==> src/rtl/absdoz_pkg.sv <==
package absdoz_pkg;
    typedef enum logic [1:0] {
        OP_ABS  = 2'b00,
        OP_NABS = 2'b01,
        OP_DOZ  = 2'b10,
        OP_DOZI = 2'b11
    } absdoz_op_e;

    localparam int unsigned CR_W = 4;
endpackage

==> src/rtl/absdoz_mag.sv <==
module absdoz_mag #(
    parameter int unsigned W = 32
) (
    input  logic [W-1:0] a,
    input  logic         negate,
    output logic [W-1:0] res,
    output logic         ovf
);
    localparam logic [W-1:0] MINV = {1'b1, {(W-1){1'b0}}};

    logic [W-1:0] mag;

    always_comb begin
        mag = a[W-1] ? (~a + 1'b1) : a;
        res = negate ? (~mag + 1'b1) : mag;
        ovf = !negate && (a == MINV);
    end
endmodule

==> src/rtl/absdoz_diff.sv <==
module absdoz_diff #(
    parameter int unsigned W = 32
) (
    input  logic [W-1:0] a,
    input  logic [W-1:0] b,
    output logic [W-1:0] res,
    output logic         ovf
);
    logic [W-1:0] diff;
    logic         a_gt;

    always_comb begin
        diff = ~a + b + 1'b1;
        a_gt = $signed(a) > $signed(b);
        res  = a_gt ? '0 : diff;
        ovf  = !a_gt && (a[W-1] != b[W-1]) && (diff[W-1] != b[W-1]);
    end
endmodule

==> src/rtl/absdoz_cond.sv <==
module absdoz_cond #(
    parameter int unsigned W    = 32,
    parameter int unsigned CR_W = 4
) (
    input  logic [W-1:0]    res,
    input  logic            so,
    input  logic            rec,
    output logic [CR_W-1:0] cr
);
    logic neg, zer;

    always_comb begin
        neg = res[W-1];
        zer = (res == '0);
        cr  = '0;
        if (rec) begin
            cr[3] = neg;
            cr[2] = !neg && !zer;
            cr[1] = zer;
            cr[0] = so;
        end
    end
endmodule

==> src/rtl/absdoz_unit.sv <==
module absdoz_unit
    import absdoz_pkg::*;
#(
    parameter int unsigned W     = 32,
    parameter int unsigned IMM_W = 16
) (
    input  logic             clk,
    input  logic             rst_n,
    input  logic [1:0]       op_i,
    input  logic [W-1:0]     a_i,
    input  logic [W-1:0]     b_i,
    input  logic [IMM_W-1:0] imm_i,
    input  logic             oe_i,
    input  logic             rec_i,
    input  logic             so_clr_i,
    output logic [W-1:0]     result_o,
    output logic             ov_o,
    output logic             so_o,
    output logic [CR_W-1:0]  cr_o
);
    localparam int unsigned EXT_W = W - IMM_W;

    typedef struct packed {
        logic [W-1:0]    result;
        logic            ov;
        logic            so;
        logic [CR_W-1:0] cr;
    } state_t;

    state_t st_d, st_q;

    logic [W-1:0]    imm_ext;
    logic [W-1:0]    rhs;
    logic [W-1:0]    mag_res, diff_res;
    logic            mag_ovf, diff_ovf;
    logic [CR_W-1:0] cr_new;
    absdoz_op_e      op;

    assign op      = absdoz_op_e'(op_i);
    assign imm_ext = {{EXT_W{imm_i[IMM_W-1]}}, imm_i};

    generate
        if (EXT_W > 0) begin : g_imm_mux
            assign rhs = (op == OP_DOZI) ? imm_ext : b_i;
        end else begin : g_no_imm
            assign rhs = b_i;
        end
    endgenerate

    absdoz_mag #(.W(W)) u_mag (
        .a      (a_i),
        .negate (op == OP_NABS),
        .res    (mag_res),
        .ovf    (mag_ovf)
    );

    absdoz_diff #(.W(W)) u_diff (
        .a   (a_i),
        .b   (rhs),
        .res (diff_res),
        .ovf (diff_ovf)
    );

    absdoz_cond #(.W(W), .CR_W(CR_W)) u_cond (
        .res (st_d.result),
        .so  (st_d.so),
        .rec (rec_i),
        .cr  (cr_new)
    );

    always_comb begin
        st_d = st_q;
        unique case (op)
            OP_ABS, OP_NABS: begin
                st_d.result = mag_res;
                st_d.ov     = oe_i && mag_ovf;
            end
            default: begin
                st_d.result = diff_res;
                st_d.ov     = oe_i && diff_ovf;
            end
        endcase
        st_d.so = (st_q.so && !so_clr_i) || st_d.ov;
        st_d.cr = '0;
    end

    always_ff @(posedge clk or negedge rst_n) begin
        if (!rst_n) begin
            st_q <= '0;
        end else begin
            st_q.result <= st_d.result;
            st_q.ov     <= st_d.ov;
            st_q.so     <= st_d.so;
            st_q.cr     <= cr_new;
        end
    end

    assign result_o = st_q.result;
    assign ov_o     = st_q.ov;
    assign so_o     = st_q.so;
    assign cr_o     = st_q.cr;
endmodule

==> config.mk <==
export PLATFORM = sky130hd
export DESIGN_NAME = absdoz_unit
export DESIGN_NICKNAME = d
export VERILOG_FILES = /design/src/rtl/absdoz_pkg.sv /design/src/rtl/absdoz_mag.sv /design/src/rtl/absdoz_diff.sv /design/src/rtl/absdoz_cond.sv /design/src/rtl/absdoz_unit.sv
export SDC_FILE = /design/constraint.sdc
export NUM_CORES = 1
export LEC_CHECK = 0
export ABC_CLOCK_PERIOD_IN_PS = 1020
export BUFFER_PORTS_ARGS = -buffer_cell sky130_fd_sc_hd__buf_2
export CORE_MARGIN = 4
export CORE_UTILIZATION = 59
export DETAILED_ROUTE_END_ITERATION = 12
export GPL_TIMING_DRIVEN = 1
export PLACE_DENSITY = 0.84
export SLEW_MARGIN = 20
export SYNTH_ARGS = -nofsm -noshare
export SYNTH_HDL_FRONTEND = slang
export SYNTH_SLANG_ARGS = --single-unit
==> constraint.sdc <==
create_clock -name clk -period 1.02 [get_ports clk]
set_input_delay 0.102 -clock clk [delete_from_list [all_inputs] [get_ports clk]]
set_output_delay 0.102 -clock clk [all_outputs]
set_load 0.1 [all_outputs]
==> impl_metrics.prom, run 1 <==
# TYPE chip_impl_metric gauge
chip_impl_info{name="outcome",value="stopped before the end"} 1
chip_impl_info{name="stop_stage",value="clock tree synthesis"} 1
chip_impl_info{name="firstError",value="[ERROR DPL-0038] Utilization greater than 100%, impossible to legalize"} 1
chip_impl_info{name="ys_dominant_reg_cell",value="sky130_fd_sc_hd__dfrtp_1"} 1
chip_impl_metric{name="async_reset_ff_share",unit="%"} 100.0
chip_impl_metric{name="synthesis.nets",unit=""} 1081
chip_impl_metric{name="std_cell_rows",unit=""} 39
chip_impl_metric{name="synth-seq-area-share",unit="%"} 13.73
chip_impl_metric{name="h_tree_levels",unit=""} 2
chip_impl_metric{name="edff_count_synth",unit=""} 0
chip_impl_metric{name="routabilityCongestion",unit=""} 1.106
chip_impl_metric{name="post_synthesis_cell_area",unit="µm²"} 6927
chip_impl_metric{name="yosysUniqueCellTypes",unit=""} 86
chip_impl_metric{name="cts_resized",unit=""} 207
chip_impl_metric{name="yosys_warnings",unit=""} 0
chip_impl_metric{name="cts.repair_timing.setup_buffer_count",unit=""} 45
chip_impl_metric{name="io-pin-count",unit=""} 125
chip_impl_metric{name="cts_buffer_depth",unit=""} 2
chip_impl_metric{name="place_hpwl",unit="µm"} 31900
chip_impl_metric{name="post_synthesis_mean_instance_area",unit="µm²"} 7.464
chip_impl_metric{name="sinks_on_clock_net",unit=""} 38
chip_impl_metric{name="postSynthCellCount",unit=""} 928
chip_impl_metric{name="fp.dieH",unit="µm"} 116.4
chip_impl_metric{name="io_buffers",unit=""} 124
chip_impl_info{name="cts_root_buffer",value="sky130_fd_sc_hd__clkbuf_16"} 1
chip_impl_metric{name="floorplan.die.width",unit="µm"} 116.4
chip_impl_metric{name="post_cts_hold_buffer_count",unit=""} 1
chip_impl_metric{name="floorplan.initialDensity",unit="%"} 60.40
chip_impl_metric{name="ys_ff_latch",unit=""} 38
chip_impl_metric{name="tritoncts.num_buffers",unit=""} 5
chip_impl_metric{name="post_dp_cell_area",unit="µm²"} 11050
-- stage by stage --
step / cells / setup slack (ps)
after detailed placement: 1493 / -3467
after floorplan: 928 / -3282
after global placement: 1493 / -3075
-- cells in the mapped netlist (all sizes together) (22+ instances only) --
| master | number | area share, % |
|---|---|---|
| nor3 | 32 | 2.4 |
| dfrtp | 38 | 14 |
| a31oi | 22 | 2.0 |
| ha | 65 | 12 |
| nand2 | 52 | 2.8 |
| a21o | 34 | 3.7 |
| inv | 79 | 4.3 |
| o21ai | 44 | 3.2 |
| clkbuf | 49 | 2.7 |
| nor2 | 56 | 3.1 |
| a21oi | 54 | 3.9 |
| xnor2 | 59 | 7.6 |
-- logic make-up after synthesis --
| group | share of synthesized area (%) |
|---|---|
| AO/OA/AOI/OAI | 30.15 |
| XOR/XNOR | 9.845 |
| adder cells (fa/ha/maj) | 12.03 |
| buffers and inverters | 7.912 |
| flip-flops | 13.73 |
| multiplexers | 3.631 |
| AND/OR/NAND/NOR | 22.71 |
==> run 2: changes to the inputs <==
- CORE_UTILIZATION: 59 -> 40
- PLACE_DENSITY: 0.84 -> unset
- PLACE_DENSITY_LB_ADDON: unset -> 0.15
==> run 2 against run 1 <==
Compared with the run above:
- the flow now finishes, with violations (negative setup slack)
- area after synthesis did not move
- synthesized cell count did not move
==> impl_metrics.prom, run 2 <==
# TYPE chip_impl_metric gauge
chip_impl_metric{name="synth-seq-area-share",unit="%"} 13.73
chip_impl_metric{name="pin_count_of_the_biggest_net_entering_global_routing",unit=""} 42
chip_impl_info{name="criticalPathCategory",value="input pin to register"} 1
chip_impl_info{name="outcome",value="complete, but fails checks"} 1
chip_impl_metric{name="async_reset_ff_share",unit="%"} 100.0
chip_impl_metric{name="sinks_on_clock_net",unit=""} 38
chip_impl_metric{name="yosys_warnings",unit=""} 0
chip_impl_metric{name="largest_reg_flops",unit=""} 32
chip_impl_metric{name="power_density",unit="nW/µm²"} 1156
chip_impl_metric{name="reg2regPathDepth",unit=""} 3
chip_impl_metric{name="worst_path_largest_cell_delay",unit="ps"} 500
chip_impl_info{name="failed_checks",value="negative setup slack"} 1
chip_impl_metric{name="worstHoldPathCells",unit=""} 2
chip_impl_metric{name="fp.dieH",unit="µm"} 139.6
chip_impl_metric{name="combined_buffer_and_inverter_count_along_the_critical_path",unit=""} 3
chip_impl_info{name="synth_top_cell_by_area",value="sky130_fd_sc_hd__dfrtp_1"} 1
chip_impl_metric{name="power_leakage",unit="nW"} 6.014
chip_impl_metric{name="yosysUniqueCellTypes",unit=""} 86
chip_impl_metric{name="crit_required",unit="ps"} 1180
chip_impl_info{name="yosysMostFrequentCell",value="sky130_fd_sc_hd__inv_1"} 1
chip_impl_metric{name="fin_ws",unit="ps"} -2886
chip_impl_metric{name="fin_worst_skew",unit="ps"} 0.07047
chip_impl_info{name="clock_tree_from_tritoncts",value="yes"} 1
chip_impl_metric{name="synthesis.nets",unit=""} 1081
chip_impl_metric{name="yosysTopAreaCellShare",unit="%"} 13.73
chip_impl_metric{name="final_core_util",unit="%"} 77.18
chip_impl_info{name="cp-end-kind",value="register"} 1
chip_impl_metric{name="worstSkewPairLatency",unit="ps"} 280
chip_impl_metric{name="total_power",unit="mW"} 14.96
chip_impl_metric{name="ant_nets",unit=""} 0
chip_impl_metric{name="postRouteWirelength",unit="µm"} 32140
chip_impl_metric{name="route.detailed.wl_per_inst",unit="µm"} 19.66
chip_impl_metric{name="floorplan.die.width",unit="µm"} 139.6
chip_impl_metric{name="ys_ff_latch",unit=""} 38
chip_impl_metric{name="drt-initial-drc-count",unit=""} 963
chip_impl_info{name="ys_dominant_reg_cell",value="sky130_fd_sc_hd__dfrtp_1"} 1
chip_impl_info{name="cts_root_buffer",value="sky130_fd_sc_hd__clkbuf_16"} 1
chip_impl_info{name="rsz0062_at_grt",value="yes"} 1
chip_impl_metric{name="vdd_drop_max",unit="mV"} 1.529
chip_impl_metric{name="drt-vias-per-instance",unit=""} 5.813
chip_impl_metric{name="cap_viol_max_count",unit=""} 0
chip_impl_metric{name="cts_buffer_depth",unit=""} 2
chip_impl_metric{name="syn2layout_area_growth",unit="%"} 86.74
chip_impl_metric{name="routabilityCongestion",unit=""} 0.9847
chip_impl_metric{name="max_clock_freq",unit="MHz"} 256.0
chip_impl_metric{name="fp.dieArea",unit="µm²"} 19490
chip_impl_metric{name="timing.critical_path.arrival",unit="ps"} 4070
chip_impl_metric{name="clk_transition_reported_paths",unit="ps"} 50
chip_impl_metric{name="post_synthesis_cell_area",unit="µm²"} 6927
chip_impl_metric{name="global_route.usage.total",unit="%"} 30.88
chip_impl_metric{name="placeable_area",unit="µm²"} 16760
chip_impl_metric{name="detail_route.drc_violations",unit=""} 0
chip_impl_metric{name="floorplan.initialDensity",unit="%"} 41.33
chip_impl_info{name="min_path_type",value="input pin to register"} 1
chip_impl_metric{name="grt_first_pass_wirelength",unit="µm"} 49080
chip_impl_metric{name="timing.final.hold_violations",unit=""} 0
chip_impl_metric{name="min_period_over_period",unit="%"} 382.9
chip_impl_metric{name="postSynthCellCount",unit=""} 928
chip_impl_info{name="cp_dominant_cell_by_count",value="sky130_fd_sc_hd__buf_8"} 1
chip_impl_metric{name="max_slew_headroom_at_the_worst_pin",unit="%"} 46.63
chip_impl_metric{name="setup.reg_to_reg.worst_slack",unit="ps"} 220
chip_impl_metric{name="grt_pass1_vias",unit=""} 9266
chip_impl_metric{name="num_antenna_cells",unit=""} 0
chip_impl_metric{name="post_route_cells_drive_above_1_share",unit="%"} 51.87
chip_impl_metric{name="critical_path_depth",unit=""} 18
chip_impl_metric{name="final_design_area_no_fill",unit="µm²"} 12930
chip_impl_metric{name="worst_slew_pin_slew",unit="ps"} 795.2
chip_impl_info{name="ys_top_cells_by_count",value="sky130_fd_sc_hd__inv_1 (79), sky130_fd_sc_hd__ha_1 (65), sky130_fd_sc_hd__xnor2_1 (58), sky130_fd_sc_hd__nor2_1 (55), sky130_fd_sc_hd__a21oi_1 (54)"} 1
chip_impl_metric{name="tritoncts.num_buffers",unit=""} 5
chip_impl_metric{name="num_vias",unit=""} 9504
chip_impl_metric{name="crit_fanout",unit=""} 7
chip_impl_info{name="r2r-start",value="so_o$_DFF_PN0_"} 1
chip_impl_metric{name="setup_viol_count_final",unit=""} 38
chip_impl_metric{name="maxSlewViolCount",unit=""} 0
chip_impl_metric{name="edff_count_synth",unit=""} 0
chip_impl_metric{name="post-route-min-period",unit="ps"} 3906
chip_impl_info{name="layout.cells.most_common_list",value="sky130_fd_sc_hd__buf_4 (383), sky130_fd_sc_hd__buf_2 (84), sky130_fd_sc_hd__inv_1 (74)"} 1
chip_impl_info{name="layout_commonest_cell",value="sky130_fd_sc_hd__buf_4"} 1
chip_impl_info{name="hold_start",value="rec_i"} 1
chip_impl_metric{name="drt_first_pass_iters",unit=""} 7
chip_impl_info{name="critical_path.slowest_cell",value="sky130_fd_sc_hd__or4_4"} 1
chip_impl_metric{name="place_hpwl",unit="µm"} 24590
chip_impl_info{name="cp_top_family",value="compound AO/OA/AOI/OAI gates"} 1
chip_impl_info{name="worst_hold_path.endpoint",value="cr_o[0]$_DFF_PN0_"} 1
chip_impl_info{name="timing.critical_path.cells",value="buf_8 -> nand2_8 -> buf_8 -> mux2_4 -> inv_2 -> ha_4 -> fa_2 -> nor2b_4 -> o211ai_1 -> a22oi_2 -> a21bo_2 -> xnor2_2 -> nand3_1 -> a2111o_1 -> a211o_1 -> nand4bb_4 -> or4_4 -> o31a_1"} 1
chip_impl_metric{name="grt_antenna_before_repair",unit=""} 0
chip_impl_metric{name="post_dp_cell_area",unit="µm²"} 11250
chip_impl_metric{name="io_buffers",unit=""} 124
chip_impl_metric{name="io-pin-count",unit=""} 125
chip_impl_metric{name="std_cell_rows",unit=""} 47
chip_impl_metric{name="post_synthesis_mean_instance_area",unit="µm²"} 7.464
chip_impl_info{name="regToRegEndpoint",value="cr_o[0]$_DFF_PN0_"} 1
chip_impl_info{name="synth.top_cells.by_area",value="sky130_fd_sc_hd__dfrtp_1 (14%), sky130_fd_sc_hd__ha_1 (12%), sky130_fd_sc_hd__xnor2_1 (7.3%)"} 1
chip_impl_metric{name="h_tree_levels",unit=""} 2
chip_impl_info{name="timing.critical_path.from_type",value="input pin"} 1
chip_impl_metric{name="fin_nets",unit=""} 1567
chip_impl_metric{name="grt.overflow.total",unit=""} 0
==> run 2: logic make-up after synthesis <==
| kind of cell | count (synthesis) | synth area share [%] |
|---|---|---|
| AO/OA/AOI/OAI | 294 | 30.15 |
| AND/OR/NAND/NOR | 288 | 22.71 |
| buffers and inverters | 142 | 7.912 |
| XOR/XNOR | 77 | 9.845 |
| adder cells (fa/ha/maj) | 66 | 12.03 |
| flip-flops | 38 | 13.73 |
| multiplexers | 23 | 3.631 |
==> run 2: through the flow <==
stage / setup slack, ps / hold slack, ps / TNS (ps) / cells
floorplan: -3282 / -193.6 / -83220 / 928
global placement: -3168 / 71.96 / -89120 / 1583
detailed placement: -3214 / 70.98 / -90700 / 1583
CTS: -2811 / 5.700 / -77570 / 1629
global route: -2961 / 65.53 / -80550 / 1635
finish: -2886 / 50.97 / -77400 / 1635
==> run 2: worst max-delay path by stage <==
stage,from,endpoint
2_1_floorplan,op_i[1],cr_o[2]$_DFF_PN0_
3_3_place_gp,op_i[0],cr_o[2]$_DFF_PN0_
3_5_place_dp,op_i[1],cr_o[2]$_DFF_PN0_
4_1_cts,op_i[1],cr_o[2]$_DFF_PN0_
5_1_grt,op_i[1],cr_o[2]$_DFF_PN0_
6_report,op_i[1],cr_o[2]$_DFF_PN0_
==> run 2: final cells by class <==
cell class                      count  area [µm²]
Multi-Input combinational cell    748        6654
Timing Repair Buffer              542        4564
Fill cell                        1135        3825
Sequential cell                    38       950.9
Inverter                           79       296.5
Tap cell                          220       275.3
Clock buffer                        5       125.1
Clock inverter                      3       68.82
==> run 2: per-layer routing <==
layer	track usage (%)	wire, µm
met5	0	0
met4	8.567	1054
met2	49.52	14410
met1	42.26	13490
met3	6.449	3172
==> run 2: report_power, final <==
part	internal [mW]	total, mW	switching, mW
Combinational	5.00	11.0	5.99
Clock	1.40	1.97	0.569
Sequential	1.78	2.00	0.221
==> run 2: what timing repair did <==
action,4_1_cts,5_1_grt
hold endpoints to repair,38,0
gates resized for setup,149,66
pin swaps,69,51
buffers inserted,39,20
hold buffers,1,0
endpoints found under the setup margin,38,38
cloned,2,1
(Power assumes the default switching activity.)
==> run 3: changes to the inputs <==
- RECOVER_POWER: unset -> 50
==> run 3 against run 2 <==
Compared with the run above:
- the flow still finishes with violations (negative setup slack)
- register-to-register slack about the same
- critical path type unchanged
- clock skew stayed put
- hold slack barely moved
- first-iteration DRC count did not move
- die area is the same
- highest routed layer unchanged
- utilization shrank 0.075 points
==> impl_metrics.prom, run 3 (same netlist as run 2, synthesis figures left out) <==
# TYPE chip_impl_metric gauge
chip_impl_info{name="outcome",value="complete, but fails checks"} 1
chip_impl_info{name="failed_checks",value="negative setup slack"} 1
chip_impl_metric{name="floorplan.initialDensity",unit="%"} 41.33
chip_impl_metric{name="route.detailed.wl_per_inst",unit="µm"} 19.66
chip_impl_metric{name="floorplan.die.width",unit="µm"} 139.6
chip_impl_metric{name="global_route.usage.total",unit="%"} 30.88
chip_impl_metric{name="grt_antenna_before_repair",unit=""} 0
chip_impl_info{name="clock_tree_from_tritoncts",value="yes"} 1
chip_impl_metric{name="fin_worst_skew",unit="ps"} 0.07047
chip_impl_info{name="timing.critical_path.cells",value="buf_8 -> nand2_8 -> buf_8 -> mux2_4 -> inv_2 -> ha_4 -> fa_2 -> nor2b_4 -> o211ai_1 -> a22oi_2 -> a21bo_2 -> xnor2_2 -> nand3_1 -> a2111o_1 -> a211o_1 -> nand4bb_4 -> or4_4 -> o31a_1"} 1
chip_impl_metric{name="io_buffers",unit=""} 124
chip_impl_metric{name="sinks_on_clock_net",unit=""} 38
chip_impl_info{name="layout_commonest_cell",value="sky130_fd_sc_hd__buf_4"} 1
chip_impl_info{name="rsz0062_at_grt",value="yes"} 1
chip_impl_metric{name="worst_path_largest_cell_delay",unit="ps"} 500
chip_impl_info{name="critical_path.slowest_cell",value="sky130_fd_sc_hd__or4_4"} 1
chip_impl_metric{name="clk_transition_reported_paths",unit="ps"} 50
chip_impl_metric{name="grt_pass1_vias",unit=""} 9266
chip_impl_info{name="timing.critical_path.from_type",value="input pin"} 1
chip_impl_metric{name="total_power",unit="mW"} 14.95
chip_impl_metric{name="fin_nets",unit=""} 1567
chip_impl_metric{name="tritoncts.num_buffers",unit=""} 5
chip_impl_metric{name="power_density",unit="nW/µm²"} 1157
chip_impl_metric{name="timing.critical_path.arrival",unit="ps"} 4060
chip_impl_metric{name="cts_buffer_depth",unit=""} 2
chip_impl_metric{name="fin_ws",unit="ps"} -2882
chip_impl_metric{name="postRouteWirelength",unit="µm"} 32140
chip_impl_metric{name="pin_count_of_the_biggest_net_entering_global_routing",unit=""} 42
chip_impl_metric{name="crit_required",unit="ps"} 1180
chip_impl_info{name="layout.cells.most_common_list",value="sky130_fd_sc_hd__buf_4 (383), sky130_fd_sc_hd__buf_2 (84), sky130_fd_sc_hd__inv_1 (74)"} 1
chip_impl_metric{name="fp.dieH",unit="µm"} 139.6
chip_impl_metric{name="post-route-min-period",unit="ps"} 3902
chip_impl_metric{name="routabilityCongestion",unit=""} 0.9847
chip_impl_metric{name="worstSkewPairLatency",unit="ps"} 280
chip_impl_metric{name="worst_slew_pin_slew",unit="ps"} 792.7
chip_impl_metric{name="largest_reg_flops",unit=""} 32
chip_impl_metric{name="drt_first_pass_iters",unit=""} 5
chip_impl_info{name="cp_dominant_cell_by_count",value="sky130_fd_sc_hd__buf_8"} 1
chip_impl_metric{name="h_tree_levels",unit=""} 2
chip_impl_metric{name="setup_viol_count_final",unit=""} 38
chip_impl_metric{name="cap_viol_max_count",unit=""} 0
chip_impl_metric{name="crit_fanout",unit=""} 7
chip_impl_metric{name="syn2layout_area_growth",unit="%"} 86.56
chip_impl_metric{name="vdd_drop_max",unit="mV"} 1.529
chip_impl_metric{name="num_antenna_cells",unit=""} 0
chip_impl_metric{name="grt_first_pass_wirelength",unit="µm"} 49080
chip_impl_metric{name="filler_cell_count",unit=""} 1137
chip_impl_metric{name="placeable_area",unit="µm²"} 16760
chip_impl_metric{name="final_core_util",unit="%"} 77.10
chip_impl_info{name="cp-end-kind",value="register"} 1
chip_impl_metric{name="setup-tns-final",unit="ps"} -77430
chip_impl_metric{name="power_leakage",unit="nW"} 6.009
chip_impl_metric{name="grt.overflow.total",unit=""} 0
chip_impl_metric{name="max_slew_headroom_at_the_worst_pin",unit="%"} 46.79
chip_impl_info{name="cts_root_buffer",value="sky130_fd_sc_hd__clkbuf_16"} 1
chip_impl_metric{name="max_clock_freq",unit="MHz"} 256.3
chip_impl_metric{name="maxSlewViolCount",unit=""} 0
chip_impl_metric{name="ant_nets",unit=""} 0
chip_impl_metric{name="detail_route.drc_violations",unit=""} 0
chip_impl_metric{name="timing.final.hold_violations",unit=""} 0
chip_impl_metric{name="num_vias",unit=""} 9471
chip_impl_metric{name="fp.dieArea",unit="µm²"} 19490
chip_impl_metric{name="place_hpwl",unit="µm"} 24590
chip_impl_info{name="criticalPathCategory",value="input pin to register"} 1
chip_impl_info{name="min_path_type",value="input pin to register"} 1
chip_impl_metric{name="drt-vias-per-instance",unit=""} 5.793
chip_impl_metric{name="drt-initial-drc-count",unit=""} 963
chip_impl_metric{name="std_cell_rows",unit=""} 47
chip_impl_metric{name="io-pin-count",unit=""} 125
chip_impl_metric{name="post_route_cells_drive_above_1_share",unit="%"} 51.87
chip_impl_metric{name="min_period_over_period",unit="%"} 382.5
[run 3: cell count changes in the layout (fill, tap and decap cells not counted)]
cell                       change
sky130_fd_sc_hd__buf_12        -1
sky130_fd_sc_hd__clkbuf_4      +1
[run 3: where the power goes]
| part | leakage [nW] | internal [mW] | switching (mW) | total, mW |
|---|---|---|---|---|
| Clock | 0.0940 | 1.40 | 0.569 | 1.97 |
| Sequential | 0.476 | 1.78 | 0.221 | 2.00 |
| Combinational | 5.44 | 5.00 | 5.99 | 11.0 |
| Total | 6.01 | 8.18 | 6.78 | 15.0 |
[run 3: what timing repair did]
item / CTS / global route
setup buffers: 39 / 20
setup endpoints to repair: 38 / 38
hold endpoints to repair: 38 / 0
pin swaps: 69 / 51
hold buffers: 1 / 0
resized for setup: 149 / 66
gates cloned: 2 / 1
[run 3: path summary, 6_finish.rpt]
check / start / end / slack, ps / cells after the start
worst max-delay path: op_i[1] / cr_o[2]$_DFF_PN0_ / -2880 / 18
worst min register to register: so_o$_DFF_PN0_ / so_o$_DFF_PN0_ / 700 / 3
worst max register to register: so_o$_DFF_PN0_ / cr_o[0]$_DFF_PN0_ / 220 / 3
worst min-delay path: rec_i / cr_o[0]$_DFF_PN0_ / 50 / 2
min in group asynchronous: rst_n / result_o[3]$_DFF_PN0_ / 420 / 3
max in group asynchronous: rst_n / result_o[30]$_DFF_PN0_ / 270 / 3
[run 3: metal layers]
layer | GRT usage [%] | share of wire (%) | routed length [µm]
met5 | 0 | 0 | 0
met4 | 8.567 | 3.3 | 1054
met3 | 6.449 | 9.9 | 3169
met2 | 49.52 | 45 | 14430
met1 | 42.26 | 42 | 13490
[run 3: critical path: cells and delay by family]
| family | cells | cell delay, ps |
|---|---|---|
| xor+xnor | 1 | 140 |
| simple gates | 5 | 1060 |
| fa+ha+maj | 2 | 530 |
| compound gates | 6 | 1730 |
| mux | 1 | 210 |
| buf+inv | 3 | 280 |
[run 3: final cells by class]
cell class                      count  area, µm²  share of cell area [%]
Clock buffer                        5      125.1                  0.9682
Clock inverter                      3      68.82                  0.5325
Inverter                           79      296.5                   2.295
Multi-Input combinational cell    748       6654                   51.49
Sequential cell                    38      950.9                   7.359
Tap cell                          220      275.3                   2.130
Timing Repair Buffer              542       4552                   35.22
[run 3: metrics by stage]
stage | hold WS [ps] | setup WS (ps) | cell area [µm²] | std cells
6_report | 50.92 | -2882 | 12920 | 1635
5_1_grt | 65.53 | -2961 | 12920 | 1635
4_1_cts | 5.700 | -2811 | 12580 | 1629
3_5_place_dp | 70.98 | -3214 | 11250 | 1583
3_3_place_gp | 71.96 | -3168 | 11250 | 1583
2_1_floorplan | -193.6 | -3282 | 7388 | 928
